<file path="config.mk">
export PLATFORM = sky130hd
export DESIGN_NAME = serpat_chan
export DESIGN_NICKNAME = d
export VERILOG_FILES = /design/src/rtl/serpat_pkg.sv /design/src/rtl/serpat_cfg_latch.sv /design/src/rtl/serpat_divider.sv /design/src/rtl/serpat_seq.sv /design/src/rtl/serpat_chan.sv
export SDC_FILE = /design/constraint.sdc
export NUM_CORES = 1
export LEC_CHECK = 0
export BUFFER_PORTS_ARGS = -buffer_cell sky130_fd_sc_hd__buf_2
export CORE_MARGIN = 2
export CORE_UTILIZATION = 57
export DETAILED_ROUTE_END_ITERATION = 10
export GPL_TIMING_DRIVEN = 0
export PLACE_DENSITY = 0.89
export REMOVE_ABC_BUFFERS = 1
export SYNTH_ARGS = -nofsm -noshare
export SYNTH_HDL_FRONTEND = slang
export SYNTH_SLANG_ARGS = --single-unit
export TNS_END_PERCENT = 100
</file>
<file path="constraint.sdc">
create_clock -name clk_i -period 6.1 [get_ports clk_i]
set_clock_uncertainty 0.2 [all_clocks]
set_input_delay 0.915 -clock clk_i [delete_from_list [all_inputs] [get_ports clk_i]]
set_output_delay 0.915 -clock clk_i [all_outputs]
set_load 0.02 [all_outputs]
</file>
<file path="src/rtl/serpat_pkg.sv">
package serpat_pkg;
  typedef enum logic [1:0] {
    ST_IDLE = 2'd0,
    ST_RUN  = 2'd1,
    ST_HOLD = 2'd2
  } serpat_state_e;
endpackage

</file>
<file path="src/rtl/serpat_cfg_latch.sv">
module serpat_cfg_latch #(
  parameter int DIV_W  = 32,
  parameter int SEED_W = 64,
  parameter int LEN_W  = 6,
  parameter int REP_W  = 10
) (
  input  logic              clk_i,
  input  logic              rst_ni,
  input  logic              load_i,
  input  logic              run_i,
  input  logic [DIV_W-1:0]  prediv_i,
  input  logic [SEED_W-1:0] seed_i,
  input  logic [LEN_W-1:0]  len_i,
  input  logic [REP_W-1:0]  reps_i,
  input  logic              pol_i,
  output logic [DIV_W-1:0]  prediv_o,
  output logic [SEED_W-1:0] seed_o,
  output logic [LEN_W-1:0]  len_o,
  output logic [REP_W-1:0]  reps_o,
  output logic              pol_o
);
  logic [DIV_W-1:0]  prediv_q, prediv_d;
  logic [SEED_W-1:0] seed_q, seed_d;
  logic [LEN_W-1:0]  len_q, len_d;
  logic [REP_W-1:0]  reps_q, reps_d;
  logic              pol_q, pol_d;

  always_comb begin
    prediv_d = prediv_q;
    seed_d   = seed_q;
    len_d    = len_q;
    reps_d   = reps_q;
    pol_d    = pol_q;
    if (load_i) begin
      prediv_d = prediv_i;
      seed_d   = seed_i;
      len_d    = len_i;
      reps_d   = reps_i;
      pol_d    = pol_i;
    end
  end

  always_ff @(posedge clk_i or negedge rst_ni) begin
    if (!rst_ni) begin
      prediv_q <= '0;
      seed_q   <= '0;
      len_q    <= '0;
      reps_q   <= '0;
      pol_q    <= 1'b0;
    end else if (load_i) begin
      prediv_q <= prediv_d;
      seed_q   <= seed_d;
      len_q    <= len_d;
      reps_q   <= reps_d;
      pol_q    <= pol_d;
    end
  end

  assign prediv_o = prediv_q;
  assign seed_o   = seed_q;
  assign len_o    = len_q;
  assign reps_o   = reps_q;
  assign pol_o    = pol_q;

  // captured settings do not move while a run continues
  assert_cfg_frozen_R10: assert property (@(posedge clk_i) disable iff (!rst_ni)
    (run_i && $past(run_i)) |-> ($stable(prediv_q) && $stable(seed_q) &&
                                 $stable(len_q) && $stable(reps_q) && $stable(pol_q)));
endmodule

</file>
<file path="src/rtl/serpat_divider.sv">
module serpat_divider #(
  parameter int DIV_W = 32
) (
  input  logic             clk_i,
  input  logic             rst_ni,
  input  logic             run_i,
  input  logic [DIV_W-1:0] limit_i,
  output logic             phase_o,
  output logic             bit_end_o
);
  logic [DIV_W-1:0] cnt_q, cnt_d;
  logic             ph_q, ph_d;
  logic             half_end;

  always_comb begin
    cnt_d    = cnt_q;
    ph_d     = ph_q;
    half_end = run_i && (cnt_q == limit_i);
    if (!run_i) begin
      cnt_d = '0;
      ph_d  = 1'b0;
    end else if (half_end) begin
      cnt_d = '0;
      ph_d  = ~ph_q;
    end else begin
      cnt_d = cnt_q + 1'b1;
    end
  end

  always_ff @(posedge clk_i or negedge rst_ni) begin
    if (!rst_ni) begin
      cnt_q <= '0;
      ph_q  <= 1'b0;
    end else begin
      cnt_q <= cnt_d;
      ph_q  <= ph_d;
    end
  end

  assign phase_o   = ph_q;
  assign bit_end_o = half_end && ph_q;

  // the level counter never passes the captured divider
  assert_div_bound_R2: assert property (@(posedge clk_i) disable iff (!rst_ni)
    run_i |-> (cnt_q <= limit_i));
  // the phase flips only after a full level
  assert_phase_hold_R2: assert property (@(posedge clk_i) disable iff (!rst_ni)
    (run_i && $past(run_i) && (ph_q != $past(ph_q))) |-> ($past(cnt_q) == limit_i));
endmodule

</file>
<file path="src/rtl/serpat_seq.sv">
module serpat_seq
  import serpat_pkg::*;
#(
  parameter int LEN_W = 6,
  parameter int REP_W = 10
) (
  input  logic             clk_i,
  input  logic             rst_ni,
  input  logic             en_i,
  input  logic             bit_end_i,
  input  logic [LEN_W-1:0] len_i,
  input  logic [REP_W-1:0] reps_i,
  output logic             start_o,
  output logic             run_o,
  output logic [LEN_W-1:0] bit_o,
  output logic             done_o
);
  serpat_state_e    st_q, st_d;
  logic [LEN_W-1:0] bit_q, bit_d;
  logic [REP_W-1:0] rep_q, rep_d;
  logic             done_q, done_d;

  always_comb begin
    st_d   = st_q;
    bit_d  = bit_q;
    rep_d  = rep_q;
    done_d = 1'b0;
    unique case (st_q)
      ST_IDLE: begin
        if (en_i) begin
          st_d  = ST_RUN;
          bit_d = '0;
          rep_d = '0;
        end
      end
      ST_RUN: begin
        if (!en_i) begin
          st_d = ST_IDLE;
        end else if (bit_end_i) begin
          if (bit_q == len_i) begin
            bit_d = '0;
            if (rep_q == reps_i) begin
              st_d   = ST_HOLD;
              done_d = 1'b1;
            end else begin
              rep_d = rep_q + 1'b1;
            end
          end else begin
            bit_d = bit_q + 1'b1;
          end
        end
      end
      ST_HOLD: begin
        if (!en_i) st_d = ST_IDLE;
      end
      default: st_d = ST_IDLE;
    endcase
  end

  always_ff @(posedge clk_i or negedge rst_ni) begin
    if (!rst_ni) begin
      st_q   <= ST_IDLE;
      bit_q  <= '0;
      rep_q  <= '0;
      done_q <= 1'b0;
    end else begin
      st_q   <= st_d;
      bit_q  <= bit_d;
      rep_q  <= rep_d;
      done_q <= done_d;
    end
  end

  assign start_o = (st_q == ST_IDLE) && en_i;
  assign run_o   = (st_q == ST_RUN);
  assign bit_o   = bit_q;
  assign done_o  = done_q;

  // bit index stays inside the captured length
  assert_bit_bound_R5: assert property (@(posedge clk_i) disable iff (!rst_ni)
    run_o |-> (bit_q <= len_i));
  // repetition index stays inside the captured count
  assert_rep_bound_R6: assert property (@(posedge clk_i) disable iff (!rst_ni)
    run_o |-> (rep_q <= reps_i));
  // done only directly after a run, and never twice in a row
  assert_done_origin_R7: assert property (@(posedge clk_i) disable iff (!rst_ni)
    done_q |-> ($past(st_q) == ST_RUN) && $past(en_i));
  assert_done_single_R7: assert property (@(posedge clk_i) disable iff (!rst_ni)
    done_q |=> !done_q);
  // disable seen at the last edge leaves no pulse
  assert_abort_quiet_R11: assert property (@(posedge clk_i) disable iff (!rst_ni)
    ((st_q == ST_RUN) && !en_i) |=> !done_q);
endmodule

</file>
<file path="src/rtl/serpat_chan.sv">
module serpat_chan #(
  parameter int DIV_W  = 32,
  parameter int WORD_W = 32,
  parameter int REP_W  = 10
) (
  input  logic              clk_i,
  input  logic              rst_ni,
  input  logic              en_i,
  input  logic [DIV_W-1:0]  prediv_i,
  input  logic [WORD_W-1:0] seed_lo_i,
  input  logic [WORD_W-1:0] seed_hi_i,
  input  logic [$clog2(2*WORD_W)-1:0] len_m1_i,
  input  logic [REP_W-1:0]  reps_m1_i,
  input  logic              pol_i,
  input  logic              idle_clk_i,
  input  logic              idle_dat_i,
  output logic              sclk_o,
  output logic              sdat_o,
  output logic              done_o
);
  localparam int SEED_W = 2 * WORD_W;
  localparam int LEN_W  = $clog2(SEED_W);

  // reset: asynchronous assertion, synchronous release
  logic [1:0] rst_sync_q;
  logic       rst_n;
  always_ff @(posedge clk_i or negedge rst_ni) begin
    if (!rst_ni) rst_sync_q <= 2'b00;
    else         rst_sync_q <= {rst_sync_q[0], 1'b1};
  end
  assign rst_n = rst_sync_q[1];

  logic              start, run, phase, bit_end;
  logic [LEN_W-1:0]  bit_idx;
  logic [DIV_W-1:0]  prediv_q;
  logic [SEED_W-1:0] seed_q;
  logic [LEN_W-1:0]  len_q;
  logic [REP_W-1:0]  reps_q;
  logic              pol_q;
  logic              active;

  serpat_cfg_latch #(
    .DIV_W(DIV_W), .SEED_W(SEED_W), .LEN_W(LEN_W), .REP_W(REP_W)
  ) u_cfg (
    .clk_i    (clk_i),
    .rst_ni   (rst_n),
    .load_i   (start),
    .run_i    (run),
    .prediv_i (prediv_i),
    .seed_i   ({seed_hi_i, seed_lo_i}),
    .len_i    (len_m1_i),
    .reps_i   (reps_m1_i),
    .pol_i    (pol_i),
    .prediv_o (prediv_q),
    .seed_o   (seed_q),
    .len_o    (len_q),
    .reps_o   (reps_q),
    .pol_o    (pol_q)
  );

  serpat_divider #(.DIV_W(DIV_W)) u_div (
    .clk_i     (clk_i),
    .rst_ni    (rst_n),
    .run_i     (run),
    .limit_i   (prediv_q),
    .phase_o   (phase),
    .bit_end_o (bit_end)
  );

  serpat_seq #(.LEN_W(LEN_W), .REP_W(REP_W)) u_seq (
    .clk_i     (clk_i),
    .rst_ni    (rst_n),
    .en_i      (en_i),
    .bit_end_i (bit_end),
    .len_i     (len_q),
    .reps_i    (reps_q),
    .start_o   (start),
    .run_o     (run),
    .bit_o     (bit_idx),
    .done_o    (done_o)
  );

  // enable gates the wires directly so a disable parks them at once
  assign active = run && en_i;
  assign sclk_o = active ? (phase ? ~pol_q : pol_q) : idle_clk_i;
  assign sdat_o = active ? seed_q[bit_idx] : idle_dat_i;

  // data moves only together with a clock move onto the polarity level
  assert_data_edge_R3: assert property (@(posedge clk_i) disable iff (!rst_n)
    (active && $past(active) && (sdat_o != $past(sdat_o))) |->
      ((sclk_o == pol_q) && ($past(sclk_o) != pol_q)));
  // wires idle whenever enable is low
  assert_idle_wires_R1: assert property (@(posedge clk_i) disable iff (!rst_n)
    !en_i |-> ((sclk_o == idle_clk_i) && (sdat_o == idle_dat_i) && !done_o));
endmodule

</file>
## Word level (Yosys, flattened, before mapping)

Index checks and enable logic that the tools add are counted.
Widths: inputs -> output; s select.

| operators by class | value |
|---|---|
| $mul | 0 |
| reductions and logical operators | 9 |
| bitwise logic cells | 2 |
| divide/modulo/power cells | 0 |
| shift-type cells | 0 |
| $add $sub $neg | 3 |
| magnitude comparators | 1 |
| eq/ne operators | 15 |
| mux-type cells | 32 |

Operators with widths:

| operator | number |
|---|---|
| $mux 32 | 2 |
| $mux 10 | 5 |
| $add 32x1->32 const B | 1 |
| $eq 32x32->1 | 1 |
| $mux 6 | 4 |
| $pmux 10 s2 | 1 |
| $mux 2 | 6 |
| $pmux 6 s2 | 1 |
| $mux 1 | 11 |
| $add 10x1->10 const B | 1 |
| $eq 10x10->1 | 1 |
| $ne 3x2->1 const B | 3 |
| $ne 2x2->1 const B | 4 |
| $lt 6x7->1 const B | 1 |
| $add 6x1->6 const B | 1 |
| $bmux 1 s6 | 1 |
| $eq 6x6->1 | 1 |
| $ne 2x1->1 const B | 3 |
| $pmux 2 s3 | 1 |
| $reduce_and 6->1 | 1 |
| $reduce_and 5->1 | 1 |
| $logic_and 1x1->1 | 4 |
| $reduce_and 4->1 | 1 |
| $eq 2x1->1 const B | 1 |
| 4 further kinds | 5 |

| storage, ports and cells | value |
|---|---|
| bits of input ports | 118 |
| memory bits (read-only) | 0 |
| latch bits | 0 |
| memories | 0 |
| register bits | 167 |
| RAM bits | 0 |

## Logic depth before layout (Yosys ltp)

Gate-level depths: netlist (run 1).

| depth | value |
|---|---|
| word-level depth | 6 |
| gate-level depth with buffers | 8 |

## Hierarchy

A second synthesis (run 1) with hierarchy kept.

| unflattened totals | value |
|---|---|
| cell total of the unflattened synthesis | 643 |
| area, all modules | 8430.6 µm² |

Modules (own cells, without submodules):

| module | instances | seq. area each (µm²) | area an instance (µm²) | cells an instance |
|---|---|---|---|---|
| serpat_cfg_latch | 1 | 2827.7 | 4488.1 | 239 |
| serpat_divider | 1 | 825.8 | 2025.7 | 209 |
| serpat_seq | 1 | 475.5 | 1252.5 | 139 |
| serpat_chan | 1 | 50.0 | 664.4 | 56 |

## Worst setup path before layout (run 1)

No wires, ideal clock.

| timing path | value |
|---|---|
| path kind | register to output |
| from | register u_seq.bit_q[1] (netlist: u_seq.bit_o[1]) |
| to | output port sdat_o |
| path slack | 2.704 ns |
| data arrival time | 2.281 ns |
| cell stages (with the launch flop) | 8 |
| path buffers | 2 |
| cells stage by stage | dfrtp_1 > buf_2 > clkbuf_1 > mux4_2 > mux2i_1 > a21oi_1 > mux2i_1 > o311ai_0 |

| on the way | value |
|---|---|
| longest elaborated chain between the ends | 3 |

RTL lines:

| what | line | RTL |
|---|---|---|
| from (decl) | serpat_seq.sv:19 | `logic [LEN_W-1:0] bit_q, bit_d;` |
| from (signal assigned) | serpat_seq.sv:68 | `bit_q <= bit_d;` |
| $bmux 1 s6 | serpat_chan.sv:86 | `assign sdat_o = active ? seed_q[bit_idx] : idle_dat_i;` |
| $mux 1 (not written as such) | serpat_chan.sv:86 |  |
| $mux 1 | serpat_chan.sv:86 |  |
| to (decl) | serpat_chan.sv:18 | `output logic sdat_o,` |

Every way passes these cells. The select of a mux whose other input is x is not followed.

## Worst setup path after layout (run 1)

Same ends and word-level chain as after synthesis.

==> impl_results.md, run 1 <==
- Area grow syn2layout: 18.6%
- Floorplan die area: roughly 15000 um^2
- Transition time at the pin with the least slew margin: around 1.1 ns
- Worst R2R Path Depth: 6
- Min Clock Period, post-route: between 4 and 5 ns
- VDD IR max: ~240 uV
- Critical path class: reg -> out
- Setup Viol. Count Final: 0
- Vias post-DR: 6438
- Pin count of the biggest net entering global routing: 85
- Antenna violations before repair: 0
- Flop and latch count out of synthesis: approximately 170
- Placed insts: 1149
- TritonCTS clock tree: yes
- Die Ht: 122 um
- Setup repair after global routing missed its margin: false
- Area leader, netlist: dfrtp_1
- Power Dens Cells: ~300 nW/um^2
- Post-synthesis cell count: just under 900
- Critical path startpoint category: flip-flop
- Hold buffer count at cts: 0
- Async set or reset register ratio after synthesis: 100%
- Total count of max-transition violations in the final report: 0
- Remaining design rule violation count: 0
- Total number of placement rows: between 40 and 50
- Die boundary width: between 100 and 150 um
- Root buf cell: clkbuf_16
- Global-route wire length before repair: 29.9 mm
- Total wire length after detailed routing: about 18 mm
- Iteration-0 DRC count of the detailed router: 529
- Mean Syn Cell Area: roughly 9.0 um^2
- Via density per instance: about 5.5
- Number of synthesized flops with an enable pin: 0
- Mapped cell area: 7990 um^2
- Distinct cell type count after synthesis: 49
- Top flip-flop cell by instance count after synthesis: dfrtp_1
- Part of the Yosys area used for sequential elements: between 50% and 60%
- Crit path setup slack, layout: between 1.5 and 2 ns
- DP Worst Slack: between 2 and 2.5 ns
- Longest Clk Path Bufs: 2
- Crit Reg-Reg Startpoint: u_seq.bit_o[1]
- Setup bufs post-CTS: 0
- Overall power of the completed layout: approximately 2.9 mW
- Ant diodes: 0
- Area taken by flip-flops and latches: 4180 um^2
- Sort of element at the end of the critical path: output pin
- Post-CTS resize count: 0
- Slack of the worst reg-to-reg path: around 3.0 ns
- Post-detailed-route wirelength per cell: approximately 15 um
- First-pass iteration count of the detailed router: 5
- Number of max-capacitance violations reported: 0
- P_leak: 4.78 nW
- Remaining Overflow, GRT: 0
- Via count of the first global-routing pass: roughly 6400
- CTS Buf Count: 17
- Worst flop-to-flop path endpoint: u_seq.rep_q[1]
- CORE AREA: approximately 14000 um^2
- Design area: roughly 9500 um^2
- Final net count: around 1100
- Clock Pin Slew Worst Setup and Hold Paths: approximately 0.060 ns
- Post-placement cell area: between 8000 and 9000 um^2
- Antenna-violating nets left: 0
- Final estimated routing congestion in global placement: ~0.84
- Proportion of layout cells with a drive suffix above 1: approximately 18%
- Number of I/O pins: 121
- Half-perimeter wire length after detailed placement: ~12 mm
- Maximum level of the CTS H-tree: 4
- Multi-input gate area in the final layout: between 3000 and 4000 um^2
- Filler-free cell count of the finished design: about 1200
- Share of the clock period used by the worst path after layout: 70.4%
- Required time worst endpoint: roughly 5.0 ns
- Initial core utilization: 58.0%
- Normalized max-slew margin: approximately 30%
- Run status: complete, no violations
- Top cell type's share of synthesized area: 52.3%
- Clock latency on the worst-skew pair: 0.43 ns
- Top area cells in the synthesized netlist: dfrtp_1 (52%), nand2_1 (17%), xor2_1 (5.3%), mux4_2 (4.5%), xnor2_1 (3.0%)
- Maximum fanout count along the critical path: 20
- Yosys synthesis warning count: 0
- Worst Path Arrival: approximately 3.2 ns
- # fillers: around 1100
- Number of I/O port buffers: 120
- Hold Path Class: in -> async
- Hold violation total from the final report: 0
- Number of sinks handled by clock tree synthesis: between 150 and 200
- GRT Total Usage: between 20 and 30%
- Max Clock Freq: between 200 and 250 MHz
[Yosys cell counts (all sizes together) (2+ instances only)]
cell type and instances:
a211oi 3, a21o 2, a21oi 12, a22oi 2, a31oi 8, and3 8, buf 6, clkbuf 39
dfrtp 167, ha 3, inv 9, mux2i 9, mux4 16, nand2 372, nand2b 3, nand3 25
nand4 9, nor2 52, nor2b 9, nor3 4, nor4 11, o21ai 12, o22ai 2, or2 2
or3 8, or4 2, xnor2 27, xor2 48
[state kept, by name (all words and copies together), names as in the netlist]
signal	flops
u_cfg.seed_o	64
u_cfg.prediv_o	32
u_div.cnt_q	32
u_cfg.reps_o	10
u_seq.rep_q	10
u_cfg.len_o	6
u_seq.bit_o	6
rst_sync_q	2
u_seq.st_q	2
u_cfg.pol_o	1
u_div.phase_o	1
u_seq.done_o	1
[worst max-delay path by stage]
| stage | slack (ns) | cells past startpoint | startpoint | end |
|---|---|---|---|---|
| floorplan | 0.57 | 4 | en_i | u_seq.bit_o[0] |
| global placement | -1.49 | 5 | en_i | u_seq.bit_o[0] |
| detailed placement | 2.25 | 7 | u_seq.bit_o[1] | sdat_o |
| CTS | 1.79 | 7 | u_seq.bit_o[1] | sdat_o |
| global route | 1.54 | 7 | u_seq.bit_o[1] | sdat_o |
| finish | 1.81 | 7 | u_seq.bit_o[1] | sdat_o |
[placed cells by master, fill, tap and decap left out, types with 3 or more instances in the layout]
| cell | n |
|---|---|
| nand2_1 | 371 |
| dfrtp_1 | 166 |
| buf_2 | 120 |
| nor2_1 | 51 |
| xor2_1 | 48 |
| xnor2_1 | 27 |
| nand3_1 | 25 |
| clkbuf_16 | 17 |
| mux4_2 | 16 |
| a21oi_1 | 12 |
| o21ai_0 | 11 |
| nor4_1 | 11 |
| nand4_1 | 9 |
| nor2b_1 | 9 |
| inv_1 | 9 |
| mux2i_1 | 9 |
| and3_1 | 8 |
| a31oi_1 | 8 |
| or3_1 | 7 |
| bufinv_16 | 6 |
| nor3_1 | 4 |
| nand2b_1 | 3 |
| a211oi_1 | 3 |
| ha_1 | 3 |
| clkinvlp_4 | 3 |
| clkbuf_1 | 3 |
| buf_16 | 3 |
| buf_12 | 3 |
[stage by stage]
| stage | TNS (ns) | hold slack [ns] | util [%] |
|---|---|---|---|
| after floorplan | 0 | 0.131 | - |
| after global placement | -208.08 | 0.133 | 62.8 |
| after detailed placement | 0 | 0.143 | 64.0 |
| after CTS | 0 | 0.0571 | 68.8 |
| after global routing | 0 | 0.0490 | 68.8 |
| final | 0 | 0.0624 | 68.8 |
[cells by family after synthesis]
| group | share of synthesized area, % |
|---|---|
| buffers and inverters | 2.61 |
| DFF | 52.3 |
| and+or+nand+nor | 26.7 |
| adders and majority gates | 0.470 |
| AOI/OAI and AO/OA | 4.04 |
| xor gates and xnor gates | 8.22 |
| muxes | 5.64 |
| other | 0.0469 |
[report_power, final]
| part | total, mW | internal [mW] | leakage (nW) | switching (mW) |
|---|---|---|---|---|
| registers | 1.31 | 1.21 | 2.13 | 0.105 |
| clock network | 1.22 | 0.781 | 0.314 | 0.434 |
| logic | 0.342 | 0.172 | 2.34 | 0.170 |
| total | 2.87 | 2.16 | 4.78 | 0.709 |
[layout make-up]
cell class | instances | area share (%)
inverter | 9 | 0.356
multi-input combinational | 667 | 38.2
tap | 180 | 2.38
clock inverter | 11 | 2.32
clock buffer | 21 | 4.75
timing repair buffer | 126 | 7.84
sequential | 167 | 44.1
[routing by layer]
metal | GRT usage, % | part of all wire, % | routed length [um] | vias to the layer above
li1 | - | - | - | 3090
met1 | 34.7 | 43 | 7770 | 3108
met5 | 0 | 0 | 0 | -
met2 | 41.6 | 49 | 8740 | 206
met4 | 9.20 | 2.2 | 398 | 0
met3 | 5.34 | 5.8 | 1050 | 34
[critical path, stage by stage, from the launching register on]
cell and delay, ns:
dfrtp_1 1.04, mux4_2 0.60, nor2b_1 0.15, a211oi_1 0.26, a31oi_1 0.06, o2111ai_1 0.27, o311ai_0 0.17, buf_2 0.20
Power figures use the tool's default switching activity.
==> run 2, diff against run 1 <==
- ABC_AREA: not set -> 1
- CORE_UTILIZATION: 57 -> 52
- PLACE_DENSITY: 0.89 -> 0.85
- clock period: 6.1 -> 3.8 ns (I/O delays scaled with it)
==> impl_results.md, run 2 <==
- Die boundary width: 132 um (+8.2%)
- Yosys synthesis warning count: 0 (unchanged)
- Delay of the slowest cell on the worst path: 0.89 ns (-0.15 ns)
- Antenna-violating nets left: 0 (unchanged)
- Total number of placement rows: 46 (+7.0%)
- Design area: 9970 um^2 (+5.1%)
- Global-route wire length before repair: 33.5 mm (+12%)
- Post-Route Setup TNS: 0 ns (unchanged)
- Longest Clk Path Bufs: 2 (unchanged)
- Critical Path Slowest Stage Cell: nor2_2
- Mean Syn Cell Area: 9.10 um^2 (+1.1%)
- Run status: complete, no violations
- Crit path setup slack, layout: 0.199 ns (-1.61 ns)
- Number of max-capacitance violations reported: 0 (unchanged)
- CORE AREA: 16000 um^2 (+16%)
- Most frequent cells in the layout: nand2_1 (203), dfrtp_1 (164), buf_2 (120), mux2_2 (96), nor2_1 (79)
- Filler-free cell count of the finished design: 1281 (+8.5%)
- Clock latency on the worst-skew pair: 0.43 ns (about the same)
- Pin count of the biggest net entering global routing: 76 (-11%)
- Area leader, netlist: dfrtp_1
- Setup repair after global routing missed its margin: false
- Critical Path, Cell by Cell: nor2_2, inv_1, nor2_1, inv_1, o21ai_0, buf_2
- Initial core utilization: 53.6% (-4.4 points)
- Critical path startpoint category: flip-flop
- Min Clock Period, post-route: about 3.6 ns
- Post-synthesis cell count: 943 (+6.2%)
- Hold Path Class: reg -> reg
- Mapped cell area: 8580 um^2 (+7.4%)
- Top area cells in the synthesized netlist: dfrtp_1 (49%), mux2_2 (13%), nand2_1 (8.9%), nand3_1 (4.5%), nor2_1 (3.5%)
- Required time worst endpoint: 3.03 ns (-1.95 ns)
- Remaining Overflow, GRT: 0 (unchanged)
- Top cell type's share of synthesized area: 48.7% (-3.6 points)
- Maximum level of the CTS H-tree: 4 (unchanged)
- Post-placement cell area: 9360 um^2 (+6.3%)
- Top flip-flop cell by instance count after synthesis: dfrtp_1
- Half-perimeter wire length after detailed placement: 14.3 mm (+19%)
- Number of I/O pins: 121 (unchanged)
- TritonCTS clock tree: yes
- Setup Viol. Count Final: 0 (unchanged)
- Top cell family by delay on the critical path: simple AND/OR/NAND/NOR gates
- Part of the Yosys area used for sequential elements: 48.7% (-3.6 points)
- Max Clock Freq: about 280 MHz
- Root buf cell: clkbuf_16
- DP Worst Slack: -0.245 ns (-2.50 ns)
- GRT Total Usage: 23.9% (-1.8 points)
- Hold WS: 0.155 ns (+0.0922 ns)
- Area grow syn2layout: 16.1%
- Async set or reset register ratio after synthesis: 100% (unchanged)
- Antenna violations before repair: 3 (+3)
- Ranking of synthesized cells by instance count: nand2_1 (204), dfrtp_1 (167), mux2_2 (96)
- Proportion of layout cells with a drive suffix above 1: 27.3% (+9.4 points)
- Power Dens Cells: 520 nW/um^2 (+72%)
- Sort of element at the end of the critical path: output pin
- Share of the clock period used by the worst path after layout: ~95%
- Via density per instance: 5.33 (-2.1%)
- Transition time at the pin with the least slew margin: 1.14 ns (+0.0836 ns)
- Via count of the first global-routing pass: 6868 (+7.1%)
- Critical path's most frequent cell: inv_1
- Critical path class: reg -> out
- Floorplan die area: 17500 um^2 (+17%)
- Number of sinks handled by clock tree synthesis: 167 (unchanged)
- Buffers & Inverters on Critical Path: 3 (+2)
- First-pass iteration count of the detailed router: 5 (unchanged)
- Flop and latch count out of synthesis: 167 (unchanged)
- Final estimated routing congestion in global placement: 0.952 (+13%)
- Most common cell after layout, fill and taps aside: nand2_1
- Die Ht: 132 um (+8.2%)
- Remaining design rule violation count: 0 (unchanged)
- VDD IR max: 418 uV (+73%)
- Final net count: 1171 (+5.6%)
- Normalized max-slew margin: 24.0% (-5.7 points)
- P_leak: 4.60 nW (-3.8%)
- Post-detailed-route wirelength per cell: 15.8 um (+3.9%)
- Top-count cell post-synth: nand2_1
- Distinct cell type count after synthesis: 38 (-22%)
- Placed insts: 1245 (+8.4%)
- Maximum fanout count along the critical path: 27 (+35%)
- CTS Buf Count: 17 (unchanged)
- Number of synthesized flops with an enable pin: 0 (unchanged)
- Clock Pin Slew Worst Setup and Hold Paths: 0.06 ns (about the same)
- Hold violation total from the final report: 0 (unchanged)
- Total count of max-transition violations in the final report: 0 (unchanged)
- Total wire length after detailed routing: 20.2 mm (+13%)
- Vias post-DR: 6834 (+6.2%)
- Iteration-0 DRC count of the detailed router: 375 (-29%)
- Worst Path Arrival: 2.83 ns (-0.35 ns)
- Number of I/O port buffers: 120 (unchanged)
- Largest register FFs: 64 (unchanged)
## run 2: cell families (layout without fill, tap and decap cells)
| group | Yosys count | after routing | synth area share [%] |
|---|---|---|---|
| other | 1 | 3 | 0.0437 |
| buffers and inverters | 121 | 241 | 5.80 |
| XOR/XNOR | 49 | 49 | 5.00 |
| AND/OR/NAND/NOR | 449 | 449 | 23.7 |
| AO/OA/AOI/OAI | 57 | 57 | 3.69 |
| adder cells (fa/ha/maj) | 3 | 3 | 0.437 |
| flip-flops | 167 | 167 | 48.7 |
| multiplexers | 96 | 96 | 12.6 |
## run 2: layout make-up
class | count | area [um^2]
sequential | 167 | 4190
clock inverter | 13 | 138
tap | 216 | 270
antenna | 2 | 5.00
timing repair buffer | 124 | 693
clock buffer | 19 | 433
timing repair inverter | 1 | 7.51
fill | 1362 | 6030
multi-input combinational | 655 | 3910
inverter | 84 | 319
## run 2: worst paths after layout
kind / startpoint / endpoint / slack, ns / cells after the start
max in group asynchronous: rst_sync_q[1] / u_cfg.prediv_o[20] / 2.47 / 1
min reg2reg: rst_sync_q[0] / rst_sync_q[1] / 0.15 / 0
min: rst_sync_q[0] / rst_sync_q[1] / 0.15 / 0
max: u_seq.st_q[1] / sclk_o / 0.20 / 6
max reg2reg: u_seq.bit_o[2] / u_seq.rep_q[8] / 0.96 / 7
min in group asynchronous: rst_sync_q[1] / u_cfg.reps_o[2] / 0.17 / 0
## run 2: stage by stage
step | util (%) | power, mW
2_1_floorplan | - | 3.16
3_3_place_gp | 57.9 | 3.46
3_5_place_dp | 58.5 | 3.50
4_1_cts | 62.2 | 5.22
5_1_grt | 62.3 | 5.47
6_report | 62.3 | 5.19
## run 2: metal layers
| metal | vias up | track usage [%] | part of all wire (%) |
|---|---|---|---|
| met5 | - | 0 | 0.059 |
| met4 | 2 | 7.53 | 2.0 |
| met3 | 31 | 6.82 | 5.8 |
| met2 | 190 | 41.4 | 50 |
| met1 | 3293 | 28.8 | 42 |
| li1 | 3318 | - | - |
## run 2: worst reg2reg max path: stages (launching register included)
cell	delay, ns
dfrtp_1	0.69
xor2_1	0.13
nor2_1	0.16
nand4_2	0.23
o21ai_1	0.74
nand3_2	0.35
nand2_1	0.16
nand2_1	0.06
## run 2: repair_timing
item	4_1_cts	5_1_grt
endpoints found under the hold margin	2	0
setup endpoints to repair	1	1
cloned	1	0
hold buffers	1	0
resized for setup	4	1
buffers inserted	0	0
## run 2: where the power goes
part | internal [mW] | switching (mW) | leakage, nW | total (mW)
clock network | 0.926 | 0.768 | 0.279 | 1.69
registers | 2.08 | 0.289 | 2.04 | 2.36
logic | 0.530 | 0.598 | 2.28 | 1.13
